--- src/rtl/clkdiv_pkg.sv ---
package clkdiv_pkg;

  typedef enum logic [1:0] {
    REG_PRESCALE = 2'd0,
    REG_RATIO    = 2'd1,
    REG_CONTROL  = 2'd2,
    REG_SPARE    = 2'd3
  } reg_addr_e;

  typedef struct packed {
    logic pd_via_pin;
    logic pin_mode;
    logic en1;
    logic en0;
  } ctrl_t;

  localparam int CTRL_W = $bits(ctrl_t);

endpackage

--- src/rtl/clkdiv_cfg.sv ---
module clkdiv_cfg
  import clkdiv_pkg::*;
#(
  parameter int SEL_W   = 2,
  parameter int DIV_W   = 11,
  parameter int DIV_MAX = 1024,
  parameter int ADDR_W  = 2,
  parameter int DATA_W  = 16
) (
  input  logic              clk,
  input  logic              rst,
  input  logic              wr,
  input  logic [ADDR_W-1:0] addr,
  input  logic [DATA_W-1:0] wdata,
  output logic [SEL_W-1:0]  sel0,
  output logic [SEL_W-1:0]  sel1,
  output logic [DIV_W-1:0]  ratio_code,
  output ctrl_t             ctrl
);

  localparam logic [DATA_W-1:0] LIMIT_WIDE = DATA_W'(DIV_MAX);
  localparam logic [DIV_W-1:0]  LIMIT      = DIV_W'(DIV_MAX);

  logic [DIV_W-1:0] code_clamped;

  // Saturate over the full data width, not only the low DIV_W bits.
  always_comb begin
    if (wdata > LIMIT_WIDE) code_clamped = LIMIT;
    else                    code_clamped = wdata[DIV_W-1:0];
  end

  always_ff @(posedge clk) begin
    if (rst) begin
      sel0       <= '0;
      sel1       <= '0;
      ratio_code <= '0;
      ctrl       <= '0;
    end else if (wr) begin
      case (reg_addr_e'(addr[1:0]))
        REG_PRESCALE: begin
          sel0 <= wdata[SEL_W-1:0];
          sel1 <= wdata[2*SEL_W-1:SEL_W];
        end
        REG_RATIO:    ratio_code <= code_clamped;
        REG_CONTROL:  ctrl       <= ctrl_t'(wdata[CTRL_W-1:0]);
        default:      ;
      endcase
    end
  end

endmodule

--- src/rtl/clkdiv_prescaler.sv ---
module clkdiv_prescaler #(
  parameter int SEL_W = 2
) (
  input  logic             clk,
  input  logic             rst,
  input  logic [SEL_W-1:0] sel_req,
  output logic             level,
  output logic             period_end
);

  localparam int MAX_EXP = (1 << SEL_W) - 1;
  localparam int CNT_W   = MAX_EXP + 1;

  logic [CNT_W-1:0] cnt;
  logic [CNT_W-1:0] mask;
  logic [SEL_W-1:0] sel_act;

  // Terminal count of the active ratio: the low sel_act+1 bits all set.
  always_comb begin
    for (int i = 0; i < CNT_W; i++) begin
      mask[i] = (i <= int'(sel_act));
    end
  end

  assign period_end = (cnt == mask);
  assign level      = cnt[sel_act];

  always_ff @(posedge clk) begin
    if (rst) begin
      cnt     <= '0;
      sel_act <= '0;
    end else if (period_end) begin
      cnt     <= '0;
      sel_act <= sel_req;
    end else begin
      cnt <= cnt + CNT_W'(1);
    end
  end

endmodule

--- src/rtl/clkdiv_ratio.sv ---
module clkdiv_ratio #(
  parameter int DIV_W = 11
) (
  input  logic             clk,
  input  logic             rst,
  input  logic             src_level,
  input  logic             src_end,
  input  logic [DIV_W-1:0] code_req,
  output logic             level,
  output logic [DIV_W-1:0] code_act
);

  logic [DIV_W-1:0] phase;
  logic [DIV_W-1:0] low_len;
  logic             wrap;

  // Number of source periods spent low: ceil(N/2) with N = code_act + 1.
  assign low_len = (code_act >> 1) + DIV_W'(1);
  assign wrap    = (phase == code_act);

  always_comb begin
    if (code_act == '0) level = src_level;
    else                level = (phase >= low_len);
  end

  always_ff @(posedge clk) begin
    if (rst) begin
      phase    <= '0;
      code_act <= '0;
    end else if (src_end) begin
      if (wrap) begin
        phase    <= '0;
        code_act <= code_req;
      end else begin
        phase <= phase + DIV_W'(1);
      end
    end
  end

endmodule

--- src/rtl/clkdiv_gate.sv ---
module clkdiv_gate (
  input  logic clk,
  input  logic rst,
  input  logic level_in,
  input  logic en_req,
  output logic clk_out
);

  logic en_act;

  always_ff @(posedge clk) begin
    if (rst) begin
      en_act  <= 1'b0;
      clk_out <= 1'b0;
    end else begin
      if (!level_in) en_act <= en_req;
      clk_out <= level_in & en_act;
    end
  end

endmodule

--- src/rtl/clkdiv_mode.sv ---
module clkdiv_mode
  import clkdiv_pkg::*;
(
  input  ctrl_t      ctrl,
  input  logic [1:0] ctl_pin,
  input  logic       pd_req,
  output logic [1:0] en,
  output logic       pd_eff
);

  logic [1:0] en_src;

  always_comb begin
    pd_eff = pd_req | (ctrl.pd_via_pin & ctl_pin[1]);
    if (!ctrl.pin_mode)       en_src = {ctrl.en1, ctrl.en0};
    else if (ctrl.pd_via_pin) en_src = {ctl_pin[0], ctl_pin[0]};
    else                      en_src = ctl_pin;
    en = en_src & {2{~pd_eff}};
  end

endmodule

--- src/rtl/dual_clk_divider.sv ---
module dual_clk_divider
  import clkdiv_pkg::*;
#(
  parameter int SEL_W   = 2,
  parameter int DIV_W   = 11,
  parameter int DIV_MAX = 1024,
  parameter int ADDR_W  = 2,
  parameter int DATA_W  = 16
) (
  input  logic              clk,
  input  logic              rst,
  input  logic              cfg_wr,
  input  logic [ADDR_W-1:0] cfg_addr,
  input  logic [DATA_W-1:0] cfg_wdata,
  input  logic [1:0]        ctl_pin,
  input  logic              pd_req,
  output logic              clk_out0,
  output logic              clk_out1
);

  localparam int N_OUT = 2;

  logic [SEL_W-1:0] sel [N_OUT];
  logic [DIV_W-1:0] ratio_code;
  logic [DIV_W-1:0] div_code_act;
  ctrl_t            ctrl;
  logic [N_OUT-1:0] pre_lvl;
  logic [N_OUT-1:0] pre_end;
  logic [N_OUT-1:0] lvl;
  logic [N_OUT-1:0] en;
  logic [N_OUT-1:0] outs;
  logic             pd_eff;

  clkdiv_cfg #(
    .SEL_W(SEL_W), .DIV_W(DIV_W), .DIV_MAX(DIV_MAX),
    .ADDR_W(ADDR_W), .DATA_W(DATA_W)
  ) u_cfg (
    .clk(clk), .rst(rst), .wr(cfg_wr), .addr(cfg_addr), .wdata(cfg_wdata),
    .sel0(sel[0]), .sel1(sel[1]), .ratio_code(ratio_code), .ctrl(ctrl)
  );

  clkdiv_mode u_mode (
    .ctrl(ctrl), .ctl_pin(ctl_pin), .pd_req(pd_req), .en(en), .pd_eff(pd_eff)
  );

  for (genvar g = 0; g < N_OUT; g++) begin : g_path
    clkdiv_prescaler #(.SEL_W(SEL_W)) u_pre (
      .clk(clk), .rst(rst), .sel_req(sel[g]),
      .level(pre_lvl[g]), .period_end(pre_end[g])
    );
    clkdiv_gate u_gate (
      .clk(clk), .rst(rst), .level_in(lvl[g]), .en_req(en[g]), .clk_out(outs[g])
    );
  end

  assign lvl[0] = pre_lvl[0];

  clkdiv_ratio #(.DIV_W(DIV_W)) u_ratio (
    .clk(clk), .rst(rst), .src_level(pre_lvl[1]), .src_end(pre_end[1]),
    .code_req(ratio_code), .level(lvl[1]), .code_act(div_code_act)
  );

  assign clk_out0 = outs[0];
  assign clk_out1 = outs[1];

endmodule

--- config.mk ---
export PLATFORM = sky130hd
export DESIGN_NAME = dual_clk_divider
export DESIGN_NICKNAME = d
export VERILOG_FILES = /design/src/rtl/clkdiv_pkg.sv /design/src/rtl/clkdiv_cfg.sv /design/src/rtl/clkdiv_prescaler.sv /design/src/rtl/clkdiv_ratio.sv /design/src/rtl/clkdiv_gate.sv /design/src/rtl/clkdiv_mode.sv /design/src/rtl/dual_clk_divider.sv
export SDC_FILE = /design/constraint.sdc
export NUM_CORES = 1
export LEC_CHECK = 0
export BUFFER_PORTS_ARGS = -buffer_cell sky130_fd_sc_hd__buf_4
export CAP_MARGIN = 20
export CORE_MARGIN = 2
export CORE_UTILIZATION = 53
export DETAILED_ROUTE_END_ITERATION = 10
export PLACE_DENSITY = 0.75
export SLEW_MARGIN = 20
export SYNTH_ARGS = -nofsm -noshare
export SYNTH_HDL_FRONTEND = slang
export SYNTH_SLANG_ARGS = --single-unit
export TNS_END_PERCENT = 20
--- constraint.sdc ---
create_clock -name clk -period 2.31 [get_ports clk]
set_input_delay 0.3465 -clock clk [delete_from_list [all_inputs] [get_ports clk]]
set_output_delay 0.3465 -clock clk [all_outputs]
set_load 0.1 [all_outputs]
==> impl_metrics.json <==
{
  "status": "finished clean",
  "hp-class": "input port to register",
  "grt.busiest_layer": "met2",
  "grt_max_degree": 40,
  "cts_buffers": 9,
  "clock_sinks": 57,
  "synth.largest_area_cell": "dfxtp_1",
  "fillCellCount": 461,
  "clk_pin_slew_worst_paths_ps": 70,
  "clk_path_buf_depth": 2,
  "dp_cells": 430,
  "power_leakage_nw": 1.50,
  "synth_ff_type": "dfxtp_1",
  "fin_skew_ps": 6.98,
  "syn_inst": 332,
  "irDropWorstVdd_uv": 400,
  "initial_core_util": 0.545,
  "synth_edf_count": 0,
  "crit_top_cell": "and3_4",
  "ys_ff_latch": 57,
  "setup_viol": 0,
  "cpMaxStageDelayCell": "a221o_1",
  "slowest_delay_ps": 370,
  "startpoint": "u_ratio.code_act[3]",
  "async_flop_share": 0,
  "rr_startpoint": "u_ratio.code_act[3]",
  "drive_above_1_share": 0.208,
  "post_drt_wl_per_cell_microns": 14.5,
  "rows": 27,
  "insertion_delay_ps": 340,
  "crit_fanout": 2,
  "met3_usage": 0.0693,
  "r2r_end": "g_path[1].u_gate.en_act",
  "ant_nets": 0,
  "yosysSeqAreaShare": 0.382,
  "post_dp_cell_area_sq_um": 3310,
  "reg2reg_slack_ps": 50,
  "vias_per_cell": 5.71,
  "synth_area_per_cell_sq_um": 8.99,
  "yosys.area.top_type_share": 0.382,
  "min_path_cells": 3,
  "hold-path-endpoint": "u_cfg.ratio_code[9]",
  "first_pass_iters": 4,
  "htreeDepth": 3,
  "max_slew_margin": 0.590,
  "die_w_microns": 79.0,
  "finalPower_mw": 2.25,
  "syn_to_final_growth_pct": 20.0,
  "vias": 2553,
  "root_buffer": "clkbuf_8",
  "cts_tree": "done",
  "finalCriticalPeriod_ps": 2260,
  "finalHoldViolCount": 0,
  "cp-end-kind": "register",
  "synth.area.top_cells": "dfxtp_1 (38%), mux2i_1 (7.7%), xor2_1 (7.3%)",
  "grtUsageMet2": 0.368,
  "fin_util": 0.654,
  "antenna_found_initial": 0,
  "pwr_density_cell_nw_per_um2": 629,
  "synth_cell_types": 48,
  "seqCellArea_sq_um": 1150,
  "grt_usage": 0.221,
  "ys_warn_count": 0,
  "cp.buffers_inverters": 0,
  "hp-start": "cfg_wdata[9]",
  "portBuffers": 25,
  "syn_nets": 371,
  "path_class": "register to register",
  "worstPathArrival_ps": 2480,
  "drv_cap": 0,
  "drc": 0,
  "period_share": 0.978,
  "grt_util_met1": 0.269,
  "layoutNonFillerInstCount": 447,
  "synth_area_sq_um": 2980,
  "core_area_sq_um": 5470,
  "grt_pass1_wl_microns": 10700,
  "grt_pass1_vias": 2413,
  "rr_worst_depth": 10,
  "ios": 26,
  "fp.dieH_microns": 79.0,
  "multi_input_area_sq_um": 1790,
  "fmax_mhz": 443,
  "diodes": 0,
  "gp_congestion": 0.913,
  "cp.required_ps": 2530,
  "postLayoutCellArea_sq_um": 3580,
  "fin_nets": 409,
  "critPathTopFamily": "compound AO/OA/AOI/OAI gates",
  "wl_microns": 6490,
  "grt_overflow": 0,
  "critPathLaunchType": "register",
  "dp_hpwl_microns": 4550,
  "rsz0062_at_grt": "yes",
  "tightest_slew_ps": 612,
  "initialDrtViolationCount": 155,
  "slew_viol_final": 0,
  "path_cells": "and3_4 -> and2_4 -> nand2_2 -> xor2_1 -> ha_1 -> and3_4 -> a221oi_2 -> o21ai_1 -> a221o_1 -> mux2i_1",
  "fp.dieArea_sq_um": 6250,
  "hold_buffers": 0
}
## layout make-up
type                    instances  area share
multi-input cells             256       0.499
clock buffers                  10      0.0384
well taps                      72      0.0252
repair buffers                 41      0.0870
inverters                       5     0.00524
flip-flops and latches         57       0.320
clock inverters                 6      0.0252
## what timing repair did
item / in CTS / in global routing
setup endpoints to repair: 0 / 2
gates resized for setup: 0 / 11
buffers inserted: 0 / 1
hold endpoints to repair: 0 / 0
## cell usage in the layout, fill, tap and decap left out, types with 3 or more instances in the layout
cell and count:
nand2_1 44, nor3_1 11, inv_1 4, o2111ai_1 3, o21ai_0 4, and3_1 6, a22oi_1 10, nor4_1 8
mux2i_1 23, buf_4 40, ha_1 14, xor2_1 25, nand3_1 19, a31oi_1 4, a21o_1 3, xnor2_1 5
dfxtp_2 5, a21oi_1 8, nand4_1 3, nor2_1 34, dfxtp_1 52, clkbuf_8 10
## registers in the layout (all words and copies together) (netlist names)
| name | flops |
|---|---|
| u_cfg.ratio_code | 11 |
| u_ratio.code_act | 11 |
| u_ratio.phase | 11 |
| g_path.u_pre.cnt | 8 |
| g_path.u_pre.sel_act | 4 |
| u_cfg.ctrl | 4 |
| g_path.u_gate.clk_out | 2 |
| g_path.u_gate.en_act | 2 |
| u_cfg.sel0 | 2 |
| u_cfg.sel1 | 2 |
## worst reg2reg max path: stages, from the launching register on
cell	delay (ps)
dfxtp_2	330
and3_4	180
and2_4	140
nand2_2	50
xor2_1	150
ha_1	340
and3_4	170
a221oi_2	200
o21ai_1	90
a221o_1	370
mux2i_1	120
## report_power, final
part | internal [mW] | total (mW) | switching [mW]
logic | 0.0839 | 0.181 | 0.0976
registers | 0.998 | 1.01 | 0.0169
clock network | 0.640 | 1.06 | 0.418
total | 1.72 | 2.25 | 0.532
## synth_stat cells, types with 4 or more instances
cell      count
o21ai_0       5
clkbuf_1     11
a31oi_1       4
ha_1         15
nor2_1       34
xnor2_1       5
mux2i_1      23
nor3_1       11
and3_1        8
a21oi_1       8
nand2_1      45
nor4_1        8
xor2_1       25
a22oi_1      10
inv_1         4
dfxtp_1      57
nand3_1      19
## layer usage
metal,part of all wire,routed length (microns),vias up
li1,-,-,1263
met1,0.44,2840,1215
met2,0.50,3210,65
met3,0.050,324,10
met4,0.018,114,0
met5,0,0,-
## through the flow
step / hold slack, ps / setup TNS, ps / setup slack [ps]
floorplan: 423 / 0 / 5.60
global placement: 433 / 0 / 74.0
detailed placement: 447 / 0 / 40.0
CTS: 243 / 0 / 44.2
global route: 267 / -89.5 / -46.3
finish: 258 / 0 / 50.4
## worst max-delay path by stage
stage / to / slack [ps] / cells after the start
global placement: g_path[1].u_gate.en_act / 70 / 10
global route: g_path[1].u_gate.clk_out / -50 / 10
CTS: g_path[1].u_gate.en_act / 40 / 10
finish: g_path[1].u_gate.en_act / 50 / 10
detailed placement: g_path[1].u_gate.clk_out / 40 / 10
floorplan: g_path[1].u_gate.clk_out / 6 / 11
## logic make-up after synthesis
group | synth area share
compound gates | 0.104
xor+xnor | 0.0880
fa+ha+maj | 0.0629
buf+inv | 0.0306
flops | 0.382
mux | 0.0973
simple gates | 0.235
No activity file was read; power rests on OpenSTA's default activity.
